File: config.mk
export PLATFORM = sky130hd
export DESIGN_NAME = prio_vic
export DESIGN_NICKNAME = d
export VERILOG_FILES = /design/src/rtl/prio_vic_pkg.sv /design/src/rtl/vic_src_bank.sv /design/src/rtl/vic_arbiter.sv /design/src/rtl/vic_level_stack.sv /design/src/rtl/prio_vic.sv
export SDC_FILE = /design/constraint.sdc
export NUM_CORES = 2
export LEC_CHECK = 0
export ABC_AREA = 1
export BUFFER_PORTS_ARGS = -buffer_cell sky130_fd_sc_hd__buf_2
export CAP_MARGIN = 20
export CORE_MARGIN = 3
export CORE_UTILIZATION = 60
export CTS_BUF_LIST = sky130_fd_sc_hd__clkbuf_8 sky130_fd_sc_hd__clkbuf_16
export DETAILED_ROUTE_END_ITERATION = 12
export PLACE_DENSITY = 0.78
export SYNTH_ARGS = -nofsm -noshare
export SYNTH_HDL_FRONTEND = slang
export SYNTH_SLANG_ARGS = --single-unit
File: constraint.sdc
create_clock -name clk -period 25.2 [get_ports clk]
set_input_delay 0 -clock clk [delete_from_list [all_inputs] [get_ports clk]]
set_output_delay 0 -clock clk [all_outputs]
set_load 0.01 [all_outputs]
File: src/rtl/prio_vic_pkg.sv
// Package: shared operation codes and control-word field positions for
// the prioritized vectored interrupt controller.
package prio_vic_pkg;
    localparam int ADDR_W = 8;
    localparam int IDX_W  = 5;    // source number field width (max 32 sources)
    localparam int PRIO_W = 3;    // eight priority levels

    typedef enum logic [2:0] {
        OP_CTL  = 3'd0,           // priority / edge / enable
        OP_VEC  = 3'd1,           // per-source handler vector
        OP_SPUR = 3'd2,           // spurious vector
        OP_PROT = 3'd3,           // protect (debug) bit
        OP_EOI  = 3'd4            // end of interrupt
    } cfg_op_e;

    localparam int CTL_EDGE_BIT = PRIO_W;
    localparam int CTL_EN_BIT   = PRIO_W + 1;
endpackage

File: src/rtl/vic_src_bank.sv
// Source bank: one slice per source holding the enable, edge mode,
// priority, vector and edge latch. Produces the enabled pending vector.
// Assumes source lines are synchronous to clk.
module vic_src_bank
    import prio_vic_pkg::*;
#(
    parameter int NSRC = 16,
    parameter int PW   = 3,
    parameter int VW   = 32
) (
    input  logic                     clk,
    input  logic                     rst_n,
    input  logic [NSRC-1:0]          lines,
    input  logic                     ctl_we,
    input  logic                     vec_we,
    input  logic [IDX_W-1:0]         idx,
    input  logic [VW-1:0]            wdata,
    input  logic [NSRC-1:0]          clr,
    output logic [NSRC-1:0]          pend,
    output logic [NSRC-1:0]          en,
    output logic [NSRC-1:0][PW-1:0]  prio,
    output logic [NSRC-1:0][VW-1:0]  vec
);
    for (genvar g = 0; g < NSRC; g++) begin : g_src
        logic          hit;
        logic [PW-1:0] prio_q;
        logic          edge_q;
        logic          en_q;
        logic [VW-1:0] vec_q;
        logic          line_q;
        logic          latch_q;

        assign hit = (idx == IDX_W'(g));

        // Control word capture for this source.
        always_ff @(posedge clk) begin
            if (!rst_n) begin
                prio_q <= '0;
                edge_q <= 1'b0;
                en_q   <= 1'b0;
            end else if (ctl_we && hit) begin
                prio_q <= wdata[PW-1:0];
                edge_q <= wdata[CTL_EDGE_BIT];
                en_q   <= wdata[CTL_EN_BIT];
            end
        end

        // Handler vector capture for this source.
        always_ff @(posedge clk) begin
            if (!rst_n)                vec_q <= '0;
            else if (vec_we && hit)    vec_q <= wdata;
        end

        // Rising-edge latch; a new edge wins over a clear in the same cycle.
        always_ff @(posedge clk) begin
            if (!rst_n) begin
                line_q  <= 1'b0;
                latch_q <= 1'b0;
            end else begin
                line_q  <= lines[g];
                latch_q <= edge_q & ((lines[g] & ~line_q) |
                                     (latch_q & ~clr[g] & ~(ctl_we & hit)));
            end
        end

        assign pend[g] = en_q & (edge_q ? latch_q : lines[g]);
        assign en[g]   = en_q;
        assign prio[g] = prio_q;
        assign vec[g]  = vec_q;
    end
endmodule

File: src/rtl/vic_arbiter.sv
// Arbiter: picks the pending normal source (source 0 excluded) with the
// highest priority, lowest source number on ties. Purely combinational.
module vic_arbiter #(
    parameter int NSRC = 16,
    parameter int PW   = 3,
    localparam int SW  = $clog2(NSRC)
) (
    input  logic [NSRC-1:0]          req,
    input  logic [NSRC-1:0][PW-1:0]  prio,
    output logic                     win_valid,
    output logic [SW-1:0]            win_idx,
    output logic [PW-1:0]            win_prio
);
    // Linear scan; strict compare keeps the earliest index on a tie.
    always_comb begin
        win_valid = 1'b0;
        win_idx   = '0;
        win_prio  = '0;
        for (int i = 1; i < NSRC; i++) begin
            if (req[i] && (!win_valid || prio[i] > win_prio)) begin
                win_valid = 1'b1;
                win_idx   = SW'(i);
                win_prio  = prio[i];
            end
        end
    end
endmodule

File: src/rtl/vic_level_stack.sv
// In-service level stack: holds the priorities being served. A pop is
// applied before a push in the same cycle. Assumes pushes only happen with
// strictly rising levels, so DEPTH = number of levels never overflows.
module vic_level_stack #(
    parameter int PW    = 3,
    parameter int DEPTH = 8,
    localparam int SPW  = $clog2(DEPTH + 1)
) (
    input  logic           clk,
    input  logic           rst_n,
    input  logic           push,
    input  logic           pop,
    input  logic [PW-1:0]  push_lvl,
    output logic [PW:0]    cur_eff,   // 0 = empty, else top + 1
    output logic [SPW-1:0] depth
);
    logic [DEPTH-1:0][PW-1:0] stk_q;
    logic [SPW-1:0]           sp_q;
    logic [SPW-1:0]           sp_mid;

    // Stack pointer after the pop part of this cycle.
    always_comb begin
        sp_mid = (pop && sp_q != '0) ? sp_q - SPW'(1) : sp_q;
    end

    // Entry and pointer update.
    always_ff @(posedge clk) begin
        if (!rst_n) begin
            stk_q <= '0;
            sp_q  <= '0;
        end else if (push && sp_mid < SPW'(DEPTH)) begin
            stk_q[sp_mid[$clog2(DEPTH)-1:0]] <= push_lvl;
            sp_q <= sp_mid + SPW'(1);
        end else begin
            sp_q <= sp_mid;
        end
    end

    // Effective current level seen by the eligibility compare.
    always_comb begin
        if (sp_q == '0) cur_eff = '0;
        else            cur_eff = {1'b0, stk_q[sp_q[$clog2(DEPTH)-1:0] - 1'b1]} + (PW+1)'(1);
    end

    assign depth = sp_q;
endmodule

File: src/rtl/prio_vic.sv
// Top: prioritized vectored interrupt controller. Source 0 is the fast
// line, sources 1..N_EXT the external lines, the rest peripheral lines.
// Decodes configuration writes, forms the eligibility and vector output,
// and drives the acknowledge side effects. NSRC must not exceed 32.
module prio_vic
    import prio_vic_pkg::*;
#(
    parameter int N_EXT    = 6,
    parameter int N_PERIPH = 9,
    parameter int VW       = 32
) (
    input  logic                clk,
    input  logic                rst_n,
    input  logic                fiq_line,
    input  logic [N_EXT-1:0]    ext_irq,
    input  logic [N_PERIPH-1:0] periph_irq,
    input  logic                cfg_we,
    input  logic [ADDR_W-1:0]   cfg_addr,
    input  logic [VW-1:0]       cfg_wdata,
    input  logic                ack_rd,
    input  logic                fiq_ack,
    output logic                irq_o,
    output logic                fiq_o,
    output logic [VW-1:0]       vec_out,
    output logic [VW-1:0]       fiq_vec
);
    localparam int NSRC  = 1 + N_EXT + N_PERIPH;
    localparam int SW    = $clog2(NSRC);
    localparam int DEPTH = 1 << PRIO_W;
    localparam int SPW   = $clog2(DEPTH + 1);

    logic [2:0]                    op;
    logic [IDX_W-1:0]              idx;
    logic                          ctl_we, vec_we, eoi_w;
    logic [NSRC-1:0]               lines, pend, en, clr, req;
    logic [NSRC-1:0][PRIO_W-1:0]   prio;
    logic [NSRC-1:0][VW-1:0]       vec;
    logic                          win_valid, eligible, ack_take;
    logic [SW-1:0]                 win_idx;
    logic [PRIO_W-1:0]             win_prio;
    logic [PRIO_W:0]               cur_eff;
    logic [SPW-1:0]                depth;
    logic [VW-1:0]                 spur_q;
    logic                          protect_q;
    logic                          en0;

    assign op     = cfg_addr[ADDR_W-1:IDX_W];
    assign idx    = cfg_addr[IDX_W-1:0];
    assign ctl_we = cfg_we && op == OP_CTL;
    assign vec_we = cfg_we && op == OP_VEC;
    assign eoi_w  = cfg_we && op == OP_EOI;
    assign lines  = {periph_irq, ext_irq, fiq_line};
    assign req    = {pend[NSRC-1:1], 1'b0};
    assign en0    = en[0];

    vic_src_bank #(.NSRC(NSRC), .PW(PRIO_W), .VW(VW)) u_bank (
        .clk(clk), .rst_n(rst_n), .lines(lines), .ctl_we(ctl_we),
        .vec_we(vec_we), .idx(idx), .wdata(cfg_wdata), .clr(clr),
        .pend(pend), .en(en), .prio(prio), .vec(vec)
    );

    vic_arbiter #(.NSRC(NSRC), .PW(PRIO_W)) u_arb (
        .req(req), .prio(prio), .win_valid(win_valid),
        .win_idx(win_idx), .win_prio(win_prio)
    );

    vic_level_stack #(.PW(PRIO_W), .DEPTH(DEPTH)) u_stk (
        .clk(clk), .rst_n(rst_n), .push(ack_take), .pop(eoi_w),
        .push_lvl(win_prio), .cur_eff(cur_eff), .depth(depth)
    );

    // Spurious vector and protect bit registers.
    always_ff @(posedge clk) begin
        if (!rst_n) begin
            spur_q    <= '0;
            protect_q <= 1'b0;
        end else if (cfg_we) begin
            if (op == OP_SPUR) spur_q    <= cfg_wdata;
            if (op == OP_PROT) protect_q <= cfg_wdata[0];
        end
    end

    // Winner is eligible only above the level currently in service.
    assign eligible = win_valid && ({1'b0, win_prio} >= cur_eff);
    assign ack_take = ack_rd && !protect_q && eligible;

    // Edge-latch clears caused by acknowledges.
    always_comb begin
        clr = '0;
        if (ack_take)              clr[win_idx] = 1'b1;
        if (fiq_ack && !protect_q) clr[0]       = 1'b1;
    end

    assign irq_o   = eligible;
    assign vec_out = eligible ? vec[win_idx] : spur_q;
    assign fiq_o   = pend[0];
    assign fiq_vec = vec[0];
endmodule

==> impl_results.md <==
- Status: completed
- HPWL Detailed: 57.3 mm
- Netlist Area Pre-Place: 32400 um2
- EDFF count, synth: 0
- Crit path top cell by count: nand2_1
- Period utilization: 83.6%
- Wirelength per Cell: 18.0 um
- Worst Tran Pin Value: 1160 ps
- Worst-path fanout max: 69
- Synth Area in Simple Gates: 35.6%
- CTS buffer count: 72
- Post-Synth XOR/XNOR Area: 0.0540%
- Nets@finish: 5146
- Clock root buffer: clkbuf_16
- Leak: 16.8 nW
- Post-route DRC violation count: 0
- Slew headroom: 22.3%
- R2r startpoint: u_bank.g_src[1].edge_q$_SDFFE_PN0P_
- Max Clk Rate: 47.5 MHz
- Post-CTS Setup Bufs: 0
- DIE WIDTH: 238 um
- Final Setup Violations: 0
- Area of the multi-input gates: 16500 um2
- Worst hold start: cfg_wdata[3]
- Tot GR Track Use: 35.6%
- Vias per cell: 5.70
- Total wire length: 104 mm
- First-pass GRT wire length: 163 mm
- R2R cell count: 145
- RSZ-0062 raised after global routing: false
- WHS Path Cells: 3
- Area leader, netlist: dfxtp_1
- CORE AREA: 53000 um2
- PD cells: 62.6 nW/um2
- Share of cells above drive strength 1: 7.07%
- Post-synthesis sequential area ratio: 42.1%
- Max-slew violations: 0
- Asr flop ratio synth: 0%
- Worst EP arrival: 21070 ps
- Sink of the worst hold path: u_bank.g_src[4].vec_q[3]$_SDFFE_PN0P_
- Non-Filler Instances: 5780
- Synth cell types: 42
- Ranking of synthesized cells by area: dfxtp_1 (42%), nor2_1 (16%), nand2_1 (15%), o21ai_0 (11%), nand3_1 (3.8%)
- GRT overflow: 0
- Clk sinks: 682
- Final Skew: 17.9 ps
- Worst VDD drop: 0.0551 mV
- Mux share of post-synthesis cell area: 0%
- Die Area: 56900 um2
- Adder-Cell Fraction of Synth Area: 1.54%
- Post-layout min period: 21070 ps
- Worst skew pair latency: 620 ps
- Setup crit end kind: output pin
- Crit path max-delay family: simple AND/OR/NAND/NOR gates
- Seq cells post-synth: 682
- Top Ports: 127
- Post-Place Setup Slack: 4680 ps
- Largest family of logic cells by synthesized area: simple AND/OR/NAND/NOR gates
- Min-Delay Path Class: input pin to flip-flop
- # port buffers: 126
- Max-cap violations: 0
- Post-CTS resize count: 0
- Internal reg-to-reg setup slack: 4340 ps
- Largest stage delay on the critical path: 1030 ps
- CTS clk-pin slew, worst paths: 60 ps
- ANT nets after route: 0
- Chip height: 238 um
- Layout area overhead: 10.6%
- Setup TNS Final: 0 ps
- Initial core utilization: 61.2%
- Total power: 0.00225 W
- Crit Path Class: flip-flop to output pin
- Final hold slack: 36.4 ps
- TritonCTS clock tree: done
- DR vias: 32900
- Top-count cell post-synth: nor2_1
- WP buf/inv: 18
- H-tree Lvls: 3
- Hold Fails Final Rpt: 0
- Placer Congestion: 0.907
- Mean Syn Cell Area: 6.40 um2
- Max Root-Sink Buffers: 3
- Main synth FF type: dfxtp_1
- RR Endpoint: u_stk.stk_q[22]$_SDFFE_PN0P_
- Largest net degree at the start of global routing: 237
- Post-synthesis compound-gate area fraction: 13.3%
- Warnings from Yosys: 0
- Register area: 13700 um2
- Worst Path Required: 25200 ps
- Syn nets: 5168
- # rows: 84
- Synth top cells by count: nor2_1 (1352), nand2_1 (1269), o21ai_0 (711), dfxtp_1 (682), nand3_1 (244)
- Placed cells: 5597
- Worst Setup Slack, final: 4130 ps
- Number of DRC violations after detailed-routing iteration 0: 3968
- Vias in the first global route: 29900
- Gate Count Post-Synth: 5067
- Initial antenna violation count: 0
- CP Launch Type: flip-flop
- DRT Pass-1 Iters: 5
- Crit-path slowest cell: nor2_1
- Share of the synthesized area in the top cell type: 42.1%
- Filler cells: 4768
state kept, by name, indices dropped and copies added, names as in the netlist, 4 cells and up:
signal and cells:
u_bank.g_src.prio_q 45, u_bank.g_src.edge_q 16, u_bank.g_src.line_q 16, u_bank.g_src.latch_q 16
u_stk.depth 4, u_bank.g_src.vec_q 512, u_bank.g_src.en_q 16, u_stk.stk_q 24
spur_q 32
worst max-delay path by stage:
stage / from / to / slack (ps) / depth (start not counted)
after floorplan: u_bank.g_src[1].edge_q$_SDFFE_PN0P_ / u_stk.stk_q[21]$_SDFFE_PN0P_ / 8210 / 145
after global placement: u_bank.g_src[1].edge_q$_SDFFE_PN0P_ / u_stk.stk_q[22]$_SDFFE_PN0P_ / 5230 / 145
after detailed placement: u_bank.g_src[1].edge_q$_SDFFE_PN0P_ / u_stk.stk_q[23]$_SDFFE_PN0P_ / 4680 / 145
after CTS: u_bank.g_src[1].edge_q$_SDFFE_PN0P_ / vec_out[0] / 4370 / 135
after global routing: u_bank.g_src[1].edge_q$_SDFFE_PN0P_ / u_stk.stk_q[22]$_SDFFE_PN0P_ / 2090 / 150
final: u_bank.g_src[1].edge_q$_SDFFE_PN0P_ / vec_out[0] / 4130 / 135
metal layers:
layer	part of all wire, %	wire (um)	up-vias	GRT usage [%]
met2	44	46300	1625	56.6
met3	10	10400	353	7.55
met1	41	42500	15000	46.7
met5	0	0	-	0
met4	4.8	5040	0	16.1
li1	-	-	15900	-
repair_timing:
action                                 in CTS  in global routing
endpoints found under the hold margin     512                  0
setup endpoints to repair                   0                  0
hold buffers                               62                  0
layout by cell type (no fill, tap or decap), drive strengths merged:
cell,Yosys,layout
nor2,1356,1356
nand2,1299,1299
o21a,1,1
dlygate4sd3,0,62
a31oi,5,5
ha,40,40
a32oi,1,1
bufinv,0,5
xor2,1,1
o21ai,721,721
buf,101,179
dfxtp,682,682
a211oi,11,11
o211ai,2,2
or2,4,4
xnor2,1,1
and2,2,2
a22oi,2,2
diode,0,1
clkinvlp,0,1
nand3,255,255
clkinv,2,15
a41oi,1,1
o22ai,1,1
a21oi,97,97
nand4,2,2
clkbuf,236,87
inv,229,243
nor3,12,12
a221oi,1,1
o22a,2,2
where the power goes:
group          internal, W  switching, W   total, W
sequential         0.00108    0.00000240    0.00109
clock             0.000624      0.000444    0.00107
combinational    0.0000265     0.0000663  0.0000928
total              0.00173      0.000512    0.00225
kinds of logic after synthesis:
| group | Yosys count |
|---|---|
| fa+ha+maj | 40 |
| flops | 682 |
| xor+xnor | 2 |
| buf+inv | 568 |
| compound gates | 845 |
| simple gates | 2930 |
cell type report:
cell class | count | share of cell area (%)
multi-input cells | 3817 | 45.9
flip-flops and latches | 682 | 38.1
clock buffers | 87 | 5.69
repair buffers | 241 | 4.70
inverters | 231 | 2.42
well taps | 688 | 2.40
clock inverters | 33 | 0.817
diodes | 1 | 0.00698
tightest hold or removal path: stages:
cell,delay [ps]
buf_2,360
nor2_1,190
nor2_1,50
stage by stage:
step / utilization (%) / instance area, um2
after floorplan: - / 32400
after global placement: 62.1 / 32900
after detailed placement: 62.1 / 32900
after CTS: 67.7 / 35900
after global routing: 67.7 / 35900
final: 67.7 / 35900
Power figures use the tool's default switching activity.
